<file path="src/rtl/pll_seq_pkg.sv">
`timescale 1ns/1ps
package pll_seq_pkg;
  typedef enum logic [3:0] {
    ST_IDLE, ST_BUS_UP, ST_P_UP, ST_M_UP, ST_NK, ST_WAIT,
    ST_POLL, ST_P_DN, ST_M_DN, ST_BUS_DN, ST_DONE
  } seq_state_e;
endpackage

</file>
<file path="src/rtl/pll_seq_rate.sv">
`timescale 1ns/1ps
// Classifies a factor set as fast or slow against two fixed ratios.
module pll_seq_rate #(
  parameter int NW = 8,
  parameter int KW = 2,
  parameter int MW = 2,
  parameter int PW = 2,
  parameter int HI_RATIO = 64,
  parameter int LO_RATIO = 16,
  localparam int CW = NW + KW + MW + PW
) (
  input  logic [CW-1:0] cfg,
  output logic          fast,
  output logic          slow
);
  logic [31:0] num, den;

  always_comb begin
    num  = (32'(cfg[NW-1:0]) + 32'd1) * (32'(cfg[NW +: KW]) + 32'd1);
    den  = (32'(cfg[NW+KW +: MW]) + 32'd1) << cfg[NW+KW+MW +: PW];
    fast = num > (32'(HI_RATIO) * den);
    slow = num < (32'(LO_RATIO) * den);
  end
endmodule

</file>
<file path="src/rtl/pll_seq_timer.sv">
`timescale 1ns/1ps
// Loadable down counter shared by all waits of the sequence.
module pll_seq_timer #(
  parameter int TW = 12
) (
  input  logic          clk,
  input  logic          rst_n,
  input  logic          ld,
  input  logic [TW-1:0] val,
  output logic          expired
);
  logic [TW-1:0] cnt;

  always_ff @(posedge clk or negedge rst_n) begin
    if (!rst_n)            cnt <= '0;
    else if (ld)           cnt <= val;
    else if (cnt != '0)    cnt <= cnt - 1'b1;
  end

  assign expired = (cnt == '0);
endmodule

</file>
<file path="src/rtl/pll_reseq.sv">
`timescale 1ns/1ps
module pll_reseq
  import pll_seq_pkg::*;
#(
  parameter int NW       = 8,
  parameter int KW       = 2,
  parameter int MW       = 2,
  parameter int PW       = 2,
  parameter int BDW      = 3,
  parameter int DIV_WAIT = 2000,
  parameter int SETTLE   = 20,
  parameter int LOCK_TMO = 100000,
  parameter int HI_RATIO = 64,
  parameter int LO_RATIO = 16
) (
  input  logic                      clk,
  input  logic                      rst_n,
  input  logic                      start,
  input  logic [NW-1:0]             req_n,
  input  logic [KW-1:0]             req_k,
  input  logic [MW-1:0]             req_m,
  input  logic [PW-1:0]             req_p,
  input  logic [NW+KW+MW+PW-1:0]    cur_cfg,
  input  logic                      lock,
  input  logic [BDW-1:0]            bus_div_up,
  input  logic [BDW-1:0]            bus_div_down,
  output logic                      cfg_wr,
  output logic [NW+KW+MW+PW-1:0]    cfg_wdata,
  output logic                      bus_wr,
  output logic [BDW-1:0]            bus_wdata,
  output logic                      busy,
  output logic                      done,
  output logic                      err
);
  localparam int CW    = NW + KW + MW + PW;
  localparam int NKW   = NW + KW;
  localparam int M_LSB = NW + KW;
  localparam int P_LSB = NW + KW + MW;
  localparam int TMAX  = (LOCK_TMO > DIV_WAIT) ?
                         ((LOCK_TMO > SETTLE) ? LOCK_TMO : SETTLE) :
                         ((DIV_WAIT > SETTLE) ? DIV_WAIT : SETTLE);
  localparam int TW    = $clog2(TMAX + 1);

  seq_state_e       state, state_d, ret, ret_d;
  logic [CW-1:0]    work, work_d, tgt, req_word, wdat_d;
  logic [BDW-1:0]   up_val, dn_val, bdat_d;
  logic             p_inc, m_inc, p_dec, m_dec, bus_lo;
  logic             wr_d, bwr_d, done_d, err_d, take;
  logic             tmr_ld, tmr_exp;
  logic [TW-1:0]    tmr_val;
  logic             cur_fast, cur_slow, req_fast, req_slow;

  assign req_word = {req_p, req_m, req_k, req_n};
  assign busy     = (state != ST_IDLE);

  pll_seq_rate #(.NW(NW), .KW(KW), .MW(MW), .PW(PW),
                 .HI_RATIO(HI_RATIO), .LO_RATIO(LO_RATIO))
    u_rate_cur (.cfg(cur_cfg), .fast(cur_fast), .slow(cur_slow));

  pll_seq_rate #(.NW(NW), .KW(KW), .MW(MW), .PW(PW),
                 .HI_RATIO(HI_RATIO), .LO_RATIO(LO_RATIO))
    u_rate_req (.cfg(req_word), .fast(req_fast), .slow(req_slow));

  pll_seq_timer #(.TW(TW))
    u_timer (.clk(clk), .rst_n(rst_n), .ld(tmr_ld), .val(tmr_val), .expired(tmr_exp));

  // Next-state and write decisions; every strobe is registered below.
  always_comb begin
    state_d = state;
    ret_d   = ret;
    work_d  = work;
    wr_d    = 1'b0;
    wdat_d  = cfg_wdata;
    bwr_d   = 1'b0;
    bdat_d  = bus_wdata;
    done_d  = 1'b0;
    err_d   = err;
    take    = 1'b0;
    tmr_ld  = 1'b0;
    tmr_val = '0;
    unique case (state)
      ST_IDLE: if (start) begin
        take    = 1'b1;
        err_d   = 1'b0;
        work_d  = cur_cfg;
        state_d = (req_fast && !cur_fast) ? ST_BUS_UP : ST_P_UP;
      end
      ST_BUS_UP: begin
        bwr_d   = 1'b1;
        bdat_d  = up_val;
        state_d = ST_P_UP;
      end
      ST_P_UP: begin
        state_d = ST_M_UP;
        if (p_inc) begin
          work_d[P_LSB +: PW] = tgt[P_LSB +: PW];
          wr_d    = 1'b1;
          wdat_d  = work_d;
          tmr_ld  = 1'b1;
          tmr_val = TW'(DIV_WAIT - 1);
          ret_d   = ST_M_UP;
          state_d = ST_WAIT;
        end
      end
      ST_M_UP: begin
        state_d = ST_NK;
        if (m_inc) begin
          work_d[M_LSB +: MW] = tgt[M_LSB +: MW];
          wr_d    = 1'b1;
          wdat_d  = work_d;
          tmr_ld  = 1'b1;
          tmr_val = TW'(DIV_WAIT - 1);
          ret_d   = ST_NK;
          state_d = ST_WAIT;
        end
      end
      ST_NK: begin
        work_d[0 +: NKW] = tgt[0 +: NKW];
        wr_d    = 1'b1;
        wdat_d  = work_d;
        tmr_ld  = 1'b1;
        tmr_val = TW'(SETTLE - 1);
        ret_d   = ST_POLL;
        state_d = ST_WAIT;
      end
      ST_WAIT: if (tmr_exp) begin
        state_d = ret;
        if (ret == ST_POLL) begin
          tmr_ld  = 1'b1;
          tmr_val = TW'(LOCK_TMO - 1);
        end
      end
      ST_POLL: begin
        if (lock) state_d = ST_P_DN;
        else if (tmr_exp) begin
          err_d   = 1'b1;
          state_d = ST_DONE;
        end
      end
      ST_P_DN: begin
        state_d = ST_M_DN;
        if (p_dec) begin
          work_d[P_LSB +: PW] = tgt[P_LSB +: PW];
          wr_d   = 1'b1;
          wdat_d = work_d;
        end
      end
      ST_M_DN: begin
        state_d = ST_BUS_DN;
        if (m_dec) begin
          work_d[M_LSB +: MW] = tgt[M_LSB +: MW];
          wr_d   = 1'b1;
          wdat_d = work_d;
        end
      end
      ST_BUS_DN: begin
        state_d = ST_DONE;
        if (bus_lo) begin
          bwr_d  = 1'b1;
          bdat_d = dn_val;
        end
      end
      ST_DONE: begin
        done_d  = 1'b1;
        state_d = ST_IDLE;
      end
      default: state_d = ST_IDLE;
    endcase
  end

  always_ff @(posedge clk or negedge rst_n) begin
    if (!rst_n) begin
      state     <= ST_IDLE;
      ret       <= ST_IDLE;
      work      <= '0;
      tgt       <= '0;
      p_inc     <= 1'b0;
      m_inc     <= 1'b0;
      p_dec     <= 1'b0;
      m_dec     <= 1'b0;
      bus_lo    <= 1'b0;
      up_val    <= '0;
      dn_val    <= '0;
      cfg_wr    <= 1'b0;
      cfg_wdata <= '0;
      bus_wr    <= 1'b0;
      bus_wdata <= '0;
      done      <= 1'b0;
      err       <= 1'b0;
    end else begin
      state     <= state_d;
      ret       <= ret_d;
      work      <= work_d;
      cfg_wr    <= wr_d;
      cfg_wdata <= wdat_d;
      bus_wr    <= bwr_d;
      bus_wdata <= bdat_d;
      done      <= done_d;
      err       <= err_d;
      if (take) begin
        tgt    <= req_word;
        p_inc  <= req_p > cur_cfg[P_LSB +: PW];
        p_dec  <= req_p < cur_cfg[P_LSB +: PW];
        m_inc  <= req_m > cur_cfg[M_LSB +: MW];
        m_dec  <= req_m < cur_cfg[M_LSB +: MW];
        bus_lo <= req_slow && !cur_slow;
        up_val <= bus_div_up;
        dn_val <= bus_div_down;
      end
    end
  end
endmodule

</file>
<file path="config.mk">
export PLATFORM = sky130hd
export DESIGN_NAME = pll_reseq
export DESIGN_NICKNAME = d
export VERILOG_FILES = /design/src/rtl/pll_seq_pkg.sv /design/src/rtl/pll_seq_rate.sv /design/src/rtl/pll_seq_timer.sv /design/src/rtl/pll_reseq.sv
export SDC_FILE = /design/constraint.sdc
export NUM_CORES = 1
export LEC_CHECK = 0
export BUFFER_PORTS_ARGS = -buffer_cell sky130_fd_sc_hd__buf_2
export CORE_MARGIN = 4
export CORE_UTILIZATION = 50
export CTS_CLUSTER_DIAMETER = 30
export DETAILED_ROUTE_END_ITERATION = 16
export GPL_TIMING_DRIVEN = 1
export PLACE_DENSITY = 0.66
export REMOVE_ABC_BUFFERS = 1
export SLEW_MARGIN = 5
export SYNTH_ARGS = -nofsm -noshare
export SYNTH_HDL_FRONTEND = slang
export SYNTH_SLANG_ARGS = --single-unit
export TNS_END_PERCENT = 5
</file>
<file path="constraint.sdc">
create_clock -name clk -period 3 [get_ports clk]
set_input_delay 0.6 -clock clk [delete_from_list [all_inputs] [get_ports clk]]
set_output_delay 0.6 -clock clk [all_outputs]
set_load 0.005 [all_outputs]
</file>
==> results of run 1 <==
-- cell families (layout without fill, tap and decap cells) --
kind of cell	count (synthesis)	count (layout)	share of synthesized area, %
DFF	84	84	32.81
adders and majority gates	71	71	15.74
and+or+nand+nor	240	240	18.26
AOI/OAI and AO/OA	154	154	14.88
buffers and inverters	85	235	5.430
xor gates and xnor gates	40	40	5.469
muxes	44	44	7.402
-- where the power goes --
part	switching (uW)	internal, uW	total [uW]
combinational	1570	1490	3060
sequential	462	1670	2130
clock	478	587	1060
total	2510	3740	6250
-- per-layer routing --
| metal | GRT usage, % | vias to the layer above | routed length [microns] |
|---|---|---|---|
| met5 | 0 | - | 0 |
| met4 | 9.384 | 0 | 503 |
| met3 | 3.963 | 35 | 482 |
| met2 | 38.66 | 104 | 8412 |
| met1 | 26.75 | 2744 | 6779 |
| li1 | - | 2773 | - |
-- cell type report --
| cell class | instances | area [sq um] | share of cell area (%) |
|---|---|---|---|
| Clock inverter | 6 | 45.04 | 0.5343 |
| Clock buffer | 10 | 239.0 | 2.835 |
| Multi-Input combinational cell | 549 | 4489 | 53.25 |
| Tap cell | 172 | 215.2 | 2.553 |
| Inverter | 55 | 206.4 | 2.449 |
| Sequential cell | 84 | 2102 | 24.93 |
| Timing Repair Buffer | 164 | 1134 | 13.45 |
-- cell usage in the layout (no fill, tap or decap), drive strengths merged, types with 3 or more instances in the layout --
master / count
buf: 163
nand2: 96
dfrtp: 84
inv: 57
ha: 55
o21ai: 54
nor2: 39
a21oi: 36
mux2: 27
xnor2: 25
nand2b: 20
mux2i: 17
nand3: 17
nor3: 16
fa: 16
xor2: 15
clkbuf: 11
a21boi: 10
a21o: 9
nor2b: 9
o22ai: 7
a211oi: 7
and2: 6
nor4: 6
o211ai: 6
and3: 6
or3: 5
or2: 4
or4: 4
nand4: 3
clkinvlp: 3
o31ai: 3
o2111ai: 3
-- cells in the mapped netlist (9+ instances only) --
cell type / count / area share (%)
a21boi_0: 10 / 1.2
xnor2_1: 25 / 3.4
nand2b_1: 20 / 2.0
clkbuf_1: 23 / 1.3
nor3_1: 16 / 1.3
nor2b_1: 9 / 0.88
mux2i_1: 17 / 2.7
a21oi_1: 36 / 2.8
nand3_1: 17 / 1.3
xor2_1: 15 / 2.1
o21ai_0: 53 / 4.1
nand2_1: 94 / 5.5
nor2_1: 39 / 2.3
dfrtp_1: 84 / 33
mux2_2: 27 / 4.7
inv_1: 55 / 3.2
ha_1: 55 / 11
a21o_1: 9 / 1.1
fa_1: 16 / 5.0
-- worst max-delay path, delay by kind of cell --
family          cells  cell delay, ns
fa+ha+maj           3            1.25
buf+inv             4            0.44
xor+xnor            2            0.42
simple gates        6            0.85
compound gates      5            1.07
-- state kept, by name, indices dropped and copies added (netlist names) --
register / count
bus_lo: 1
bus_wdata: 3
bus_wr: 1
cfg_wdata: 14
cfg_wr: 1
dn_val: 3
done: 1
err: 1
m_dec: 1
m_inc: 1
p_dec: 1
p_inc: 1
ret: 3
state: 4
tgt: 14
u_timer.cnt: 17
up_val: 3
work: 14
-- what timing repair did --
item,4_1_cts,5_1_grt
setup buffers,4,6
endpoints found under the hold margin,0,0
pin swaps,34,35
gates resized for setup,55,44
endpoints found under the setup margin,3,3
-- per-stage QoR --
stage                     worst slack [ns]  hold WS, ns  std cells
after floorplan                     -1.401       0.3044        688
after global placement              -1.782       0.4445       1014
after detailed placement            -1.906       0.4481       1014
after CTS                           -1.205      0.07276       1034
after global routing                -1.591      0.08215       1040
final                               -1.388      0.07679       1040
-- path summary, 6_finish.rpt --
kind                                      start              end  slack [ns]
worst max-delay path                 cur_cfg[0]         state[1]       -1.39
worst min-delay path                      rst_n  u_timer.cnt[11]        0.08
worst max register to register   u_timer.cnt[0]         state[0]        0.27
worst min register to register     cfg_wdata[7]     cfg_wdata[7]        0.49
max in group asynchronous                 rst_n          work[5]        2.29
min in group clk                bus_div_down[0]        dn_val[0]        0.48
==> impl_metrics.yaml, run 1 <==
outcome:
  status: "finished, violations left"
  violations: "setup timing"
power:
  powerDensity_nw_per_um2: 741.9
  power_uw: 6254
  max-vdd-ir-drop_v: 0.0005270
  p_leak_uw: 0.004053
clock_tree:
  numCtsBuffers: 9
  path_clk_slew_ns: 0.06
  cts_buffer_depth: 2
  htree_levels: 3
  cts-root-buf: "clkbuf_16"
  clock_latency_ns: 0.35
  cts_hold_buf: 0
  cts_tree: "done"
  clock_sinks: 84
grt:
  grt.overflow.total: 0
  grt_pass1_wl_microns: 26460
  grt_use_total_pct: 22.11
  first_global_vias: 5817
  antenna_found_initial: 0
  grt_max_degree: 75
floorplan:
  die-area_sq_um: 14690
  pin_count: 60
  rows: 41
  die_h_microns: 121.2
  start_util_pct: 50.97
  fp.dieW_microns: 121.2
  core_area_sq_um: 12570
sta:
  max_freq_mhz: 227.9
  finalSetupTns_ns: -3.755
  finalClockSkew_ns: 0.005237
  hold_viol: 0
  slew_headroom_pct: 59.06
  fin_crit_sh_pct: 146.3
  tightest_slew_ns: 0.6141
  setup_slack_ns: -1.388
  slew_violations: 0
  setup_viol: 3
  period_minus_slack_ns: 4.388
  rsz0062_at_grt: "true"
drt:
  wire_per_inst_microns: 15.55
  vias_per_cell: 5.438
  ant_nets: 0
  post-route-drc-count: 0
  wl_microns: 16180
  dr.pass1.iters: 4
  dr.first_iter.drc_count: 347
  vias: 5656
placement:
  post_dp_cell_area_sq_um: 7523
  port_buffers: 59
  place_hpwl_microns: 11900
  gp_congestion: 0.8818
synth:
  syn_inst: 718
  synth_edf_count: 0
  syn-cell-area_sq_um: 6406
  ys_async_sr_fraction_pct: 100.0
  yosys_warnings: 0
  synth.distinct_cells: 61
  syn_avg_cell_area_sq_um: 8.922
  ys_seq_area_share_pct: 32.81
  ys.flop_type: "dfrtp_1"
  ys_ff_latch: 84
layout:
  drive_gt1_share_pct: 34.33
  diodes: 0
  final_util_pct: 67.08
  fillers: 1001
  final_area_sq_um: 8431
  area_growth_pct: 31.60
  nets: 972
critical_path:
  required_ns: 3.22
  crit_path_top_delay_cell: "fa_1"
  crit_fanout: 5
  crit_path_start_kind: "input port"
  crit_arrival_ns: 4.61
  crit_type: "input port to register"
  end_kind: "register"
  cpPeakStageDelay_ns: 0.54
  ff2ff_path_depth: 8
  crit_path_cell_trace: "buf_6 -> buf_4 -> nand3_1 -> xnor2_2 -> buf_4 -> nand2_1 -> fa_1 -> inv_1 -> ha_1 -> nand2_1 -> a211oi_2 -> nor2_2 -> xnor2_2 -> ha_1 -> nand4_1 -> nor4_1 -> o2111ai_1 -> a211oi_4 -> o221a_2 -> o22ai_2"
worst_hold_path:
  hold_class: "input port to async pin"
job:
  cap_viol_max_count: 0
Note: power is estimated with default switching activity, not from simulation.
==> run 2, diff against run 1 <==
--- a/config.mk
+++ b/config.mk
@@ -5,6 +5,7 @@
 export SDC_FILE = /design/constraint.sdc
 export NUM_CORES = 1
 export LEC_CHECK = 0
+export ABC_AREA = 1
 export BUFFER_PORTS_ARGS = -buffer_cell sky130_fd_sc_hd__buf_2
 export CORE_MARGIN = 4
 export CORE_UTILIZATION = 50
@@ -12,7 +13,6 @@
 export DETAILED_ROUTE_END_ITERATION = 16
 export GPL_TIMING_DRIVEN = 1
 export PLACE_DENSITY = 0.66
-export REMOVE_ABC_BUFFERS = 1
 export SLEW_MARGIN = 5
 export SYNTH_ARGS = -nofsm -noshare
 export SYNTH_HDL_FRONTEND = slang
==> impl_metrics.yaml, run 2 <==
power:
  p_sw_share_pct: 41.87
  p_int_uw: 3628
  power_frac_comb_pct: 51.0
  power_uw: 6242
  max-vdd-ir-drop_v: 0.0003786
  clockPowerShare_pct: 17.4
  p_sw_uw: 2614
  powerDensity_nw_per_um2: 736.7
  p_seq_share_pct: 31.6
  p_leak_uw: 0.004600
critical_path:
  reg2reg_to: "u_timer.cnt[16]"
  required_ns: 3.23
  crit_type: "input port to register"
  r2r_slack_ns: 0.78
  crit_fanout: 3
  critical_path.endpoint: "state[1]"
  crit_path_top_delay_cell: "fa_1"
  crit_top_cell: "nand2_1"
  crit_arrival_ns: 4.10
  crit_path_start: "req_n[0]"
  crit_path_start_kind: "input port"
  end_kind: "register"
  ff2ff_path_depth: 9
  rr_startpoint: "u_timer.cnt[0]"
  cpPeakStageDelay_ns: 0.56
floorplan:
  die_h_microns: 122.4
  start_util_pct: 51.42
  pin_count: 60
  die-area_sq_um: 14980
  fp.dieW_microns: 122.4
  rows: 41
  core_area_sq_um: 12720
sta:
  slew_violations: 0
  finalClockSkew_ns: 0.006077
  slew_headroom_pct: 47.84
  period_minus_slack_ns: 3.875
  setup_slack_ns: -0.8754
  setup_viol: 3
  rsz0062_at_grt: "true"
  hold_viol: 0
  fin_crit_sh_pct: 129.2
  tightest_slew_ns: 0.7725
  max_freq_mhz: 258.0
synth:
  yosys.area.top_type_share_pct: 32.13
  ys_ff_latch: 84
  ys_async_sr_fraction_pct: 100.0
  synth.distinct_cells: 37
  ys_seq_area_share_pct: 32.13
  synth_edf_count: 0
  syn-cell-area_sq_um: 6541
  yosysTopAreaCell: "dfrtp_1"
  synth_most_common_cell: "nand2_1"
  yosys_warnings: 0
  ys.flop_type: "dfrtp_1"
  synth_nets: 1030
  syn_inst: 921
  syn_avg_cell_area_sq_um: 7.102
  ys_top_cells_by_count: "nand2_1, inv_1, nor2_1"
  yosys-top-cells-area: "dfrtp_1, nand2_1, ha_1"
clock_tree:
  cts_hold_buf: 0
  numCtsBuffers: 9
  clock_sinks: 84
  path_clk_slew_ns: 0.06
  cts_tree: "done"
  clock_latency_ns: 0.34
  cts_buffer_depth: 2
  htree_levels: 3
  cts-root-buf: "clkbuf_16"
placement:
  place_hpwl_microns: 12920
  dp_slack_ns: -1.322
  port_buffers: 59
  dp_cells: 1235
  gp_congestion: 0.8841
outcome:
  status: "finished, violations left"
  violations: "setup timing"
layout:
  nets: 1200
  area_growth_pct: 29.53
  diodes: 0
  fillers: 1202
  final_util_pct: 66.60
  mostFrequentLayoutCells: "nand2_1, inv_1, buf_4"
  drive_gt1_share_pct: 24.11
  final_common_cell: "nand2_1"
  final_cells: 1267
  largest_register_ffs: 17
  top_register: "u_timer.cnt"
drt:
  vias_per_cell: 4.947
  dr.first_iter.drc_count: 398
  post-route-drc-count: 0
  wl_microns: 16630
  wire_per_inst_microns: 13.12
  vias: 6268
  ant_nets: 0
  dr.pass1.iters: 5
grt:
  antenna_found_initial: 0
  grt_max_degree: 51
  grt.overflow.total: 0
  first_global_vias: 6031
  grt_use_total_pct: 22.81
  grt_pass1_wl_microns: 27680
worst_hold_path:
  hold_class: "input port to async pin"
job:
  cap_viol_max_count: 0
## run 2: changes by cell type in the layout (fill, tap and decap cells not counted), sizes merged, moves of 13 or more
cell    before  now
a31oi        2   23
buf        163  176
inv         57  154
mux2        27    2
mux2i       17    0
nand2       96  265
nand2b      20    0
nand3       17   45
nor2        39  105
xnor2       25    4
## run 2: cell type report
| type | instances | area, sq um | share of cell area [%] |
|---|---|---|---|
| Multi-Input combinational cell | 664 | 4075 | 48.10 |
| Sequential cell | 84 | 2102 | 24.81 |
| Timing Repair Buffer | 176 | 1199 | 14.15 |
| Inverter | 156 | 589.3 | 6.955 |
| Clock buffer | 11 | 242.7 | 2.865 |
| Tap cell | 172 | 215.2 | 2.540 |
| Clock inverter | 4 | 50.05 | 0.5907 |
## run 2: through the flow
step / instance area, sq um / hold slack (ns) / TNS (ns)
global placement: 7844 / 0.4668 / -3.757
detailed placement: 7844 / 0.4708 / -3.812
CTS: 8343 / 0.3155 / -2.369
finish: 8473 / 0.2898 / -2.526
floorplan: 6669 / 0.3044 / -2.130
global route: 8473 / 0.3443 / -3.333
## run 2: how the worst min path moves through the flow
stage               startpoint               to  slack, ns  cells past startpoint
finish                   rst_n         state[3]       0.29                      1
global route             rst_n  u_timer.cnt[16]       0.34                      1
CTS                      rst_n          tgt[13]       0.32                      1
detailed placement      tgt[5]           tgt[5]       0.47                      2
global placement       tgt[11]          tgt[11]       0.47                      2
floorplan                rst_n           bus_lo       0.30                      0
## run 2: kinds of logic after synthesis
family                     share of synthesized area [%]
DFF                                                32.13
xor gates and xnor gates                           3.481
and+or+nand+nor                                    27.52
muxes                                             0.3443
buffers and inverters                              10.27
adders and majority gates                          15.42
AOI/OAI and AO/OA                                  10.83
## run 2: what timing repair did
action	CTS	global route
buffers inserted	10	7
setup endpoints to repair	3	3
gates resized for setup	34	19
pin swaps	39	15
## run 2: worst max-delay path, delay by kind of cell
kind / cells / cell delay (ns)
buf+inv: 8 / 0.78
simple gates: 11 / 0.95
fa+ha+maj: 3 / 1.13
compound gates: 3 / 0.28
xor+xnor: 2 / 0.34
## run 2: metal layers
metal  track usage, %  routed length, microns  vias up
li1                 -                       -     3263
met1            31.96                    7835     2870
met2            37.48                    7853      117
met3            2.811                     700       18
met4            6.228                     238        0
met5                0                       0        -
## run 2: power by group through the flow
stage                     registers (uW)  logic [uW]  clock network, uW
after floorplan                     1930        2230                  0
after global placement              1970        3020                  0
after detailed placement            1980        3070                  0
after CTS                           1970        3150               1090
after global routing                2030        3660               1140
final                               1970        3180               1090
==> run 3, diff against run 2 <==
--- a/config.mk
+++ b/config.mk
@@ -6,7 +6,9 @@
 export NUM_CORES = 1
 export LEC_CHECK = 0
 export ABC_AREA = 1
+export ABC_CLOCK_PERIOD_IN_PS = 3000
 export BUFFER_PORTS_ARGS = -buffer_cell sky130_fd_sc_hd__buf_2
+export CORE_ASPECT_RATIO = 1.4
 export CORE_MARGIN = 4
 export CORE_UTILIZATION = 50
 export CTS_CLUSTER_DIAMETER = 30
==> impl_metrics.yaml, run 3 (synthesized netlist as in run 2, its figures left out) <==
outcome:
  status: "finished, violations left"
  violations: "setup timing"
layout:
  largest_register_ffs: 17
  area_growth_pct: 28.54
  fillers: 1134
  diodes: 0
  top_register: "u_timer.cnt"
  final_common_cell: "nand2_1"
  final_util_pct: 65.62
  mostFrequentLayoutCells: "nand2_1, inv_1, buf_4"
  nets: 1192
  drive_gt1_share_pct: 23.99
critical_path:
  cpPeakStageDelay_ns: 0.56
  crit_fanout: 4
  r2r_slack_ns: 0.82
  cpLargestDelayFamily: "adder cells"
  required_ns: 3.22
  crit_arrival_ns: 4.12
  crit_path_start: "req_n[2]"
  critical_path.endpoint: "state[1]"
  end_kind: "register"
  ff2ff_path_depth: 10
  crit_type: "input port to register"
  rr_startpoint: "u_timer.cnt[0]"
  crit_path_start_kind: "input port"
  reg2reg_to: "u_timer.cnt[15]"
  crit_path_top_delay_cell: "fa_1"
  path_depth: 27
  crit_top_cell: "nand2_1"
  cp_num_buf_inv: 5
sta:
  max_freq_mhz: 256.4
  finalSetupTns_ns: -2.541
  tightest_slew_ns: 0.6908
  slew_violations: 0
  hold_viol: 0
  setup_viol: 3
  rsz0062_at_grt: "true"
  holdWs_ns: 0.2406
  slew_headroom_pct: 53.36
  setup_slack_ns: -0.9009
  fin_crit_sh_pct: 130.0
  finalClockSkew_ns: 0.002641
  period_minus_slack_ns: 3.901
clock_tree:
  htree_levels: 3
  clock_latency_ns: 0.34
  cts_tree: "done"
  path_clk_slew_ns: 0.06
  numCtsBuffers: 9
  cts_buffer_depth: 2
  cts-root-buf: "clkbuf_16"
  clock_sinks: 84
  cts_hold_buf: 0
floorplan:
  pin_count: 60
  die-area_sq_um: 15000
  rows: 49
  start_util_pct: 51.05
  fp.dieW_microns: 104.7
  core_area_sq_um: 12810
  die_h_microns: 143.3
placement:
  port_buffers: 59
  place_hpwl_microns: 13150
  gp_congestion: 0.8798
power:
  powerDensity_nw_per_um2: 744.9
  p_leak_uw: 0.004571
  clockPowerShare_pct: 17.7
  p_sw_share_pct: 41.81
  max-vdd-ir-drop_v: 0.0003884
  p_int_uw: 3644
  power_frac_comb_pct: 50.7
  p_sw_uw: 2619
  p_seq_share_pct: 31.7
drt:
  vias: 6279
  wire_per_inst_microns: 13.08
  post-route-drc-count: 0
  dr.pass1.iters: 5
  dr.first_iter.drc_count: 266
  wl_microns: 16230
  ant_nets: 0
  vias_per_cell: 5.060
job:
  cap_viol_max_count: 0
grt:
  grt.overflow.total: 0
  grt_pass1_wl_microns: 27540
  first_global_vias: 6061
  antenna_found_initial: 0
  grt_use_total_pct: 22.42
  grt_max_degree: 45
worst_hold_path:
  hold_class: "input port to async pin"
-- run 3: changes by cell type in the layout (fill, tap and decap cells not counted), sizes merged --
cell	delta
buf	-8
clkinv	+2
clkbuf	-1
-- run 3: worst min path at each step --
| stage | start | to |
|---|---|---|
| global placement | tgt[11] | tgt[11] |
| global route | rst_n | bus_wr |
| floorplan | rst_n | bus_lo |
| CTS | rst_n | bus_wr |
| finish | rst_n | bus_wr |
| detailed placement | tgt[11] | tgt[11] |
-- run 3: power by group through the flow --
stage	sequential [uW]	combinational, uW	clock, uW
final	1980	3170	1110
after global routing	2050	3670	1180
after CTS	1990	3150	1120
after detailed placement	2000	3080	0
after global placement	1990	3030	0
after floorplan	1930	2230	0
-- run 3: final cells by class --
cell class              count  area [sq um]  share of cell area, %
multi-input cells         664          4078                  48.50
inverters                 156         589.3                  7.009
flip-flops and latches     84          2102                  25.00
clock inverters             6         63.81                 0.7589
repair buffers            168          1145                  13.62
well taps                 153         191.4                  2.277
clock buffers              10         239.0                  2.842
-- run 3: what timing repair did --
action | in CTS | in global routing
endpoints found under the setup margin | 3 | 3
pin swaps | 26 | 32
resized for setup | 25 | 29
buffers inserted | 5 | 3
endpoints found under the hold margin | 0 | 0
-- run 3: layer usage --
metal | track usage [%] | wire length [microns] | vias to the layer above
li1 | - | - | 3256
met1 | 26.74 | 6803 | 2903
met2 | 42.24 | 8691 | 101
met3 | 2.742 | 479 | 19
met4 | 6.842 | 256 | 0
met5 | 0 | 0 | -
-- run 3: metrics by stage --
| stage | instances | total power [uW] | setup WS (ns) | instance area, sq um |
|---|---|---|---|---|
| detailed placement | 1217 | 5083 | -1.369 | 7840 |
| CTS | 1238 | 6261 | -0.8396 | 8269 |
| global route | 1241 | 6893 | -1.260 | 8408 |
| finish | 1241 | 6263 | -0.9009 | 8408 |
| floorplan | 921 | 4161 | -0.7979 | 6669 |
| global placement | 1217 | 5017 | -1.333 | 7840 |
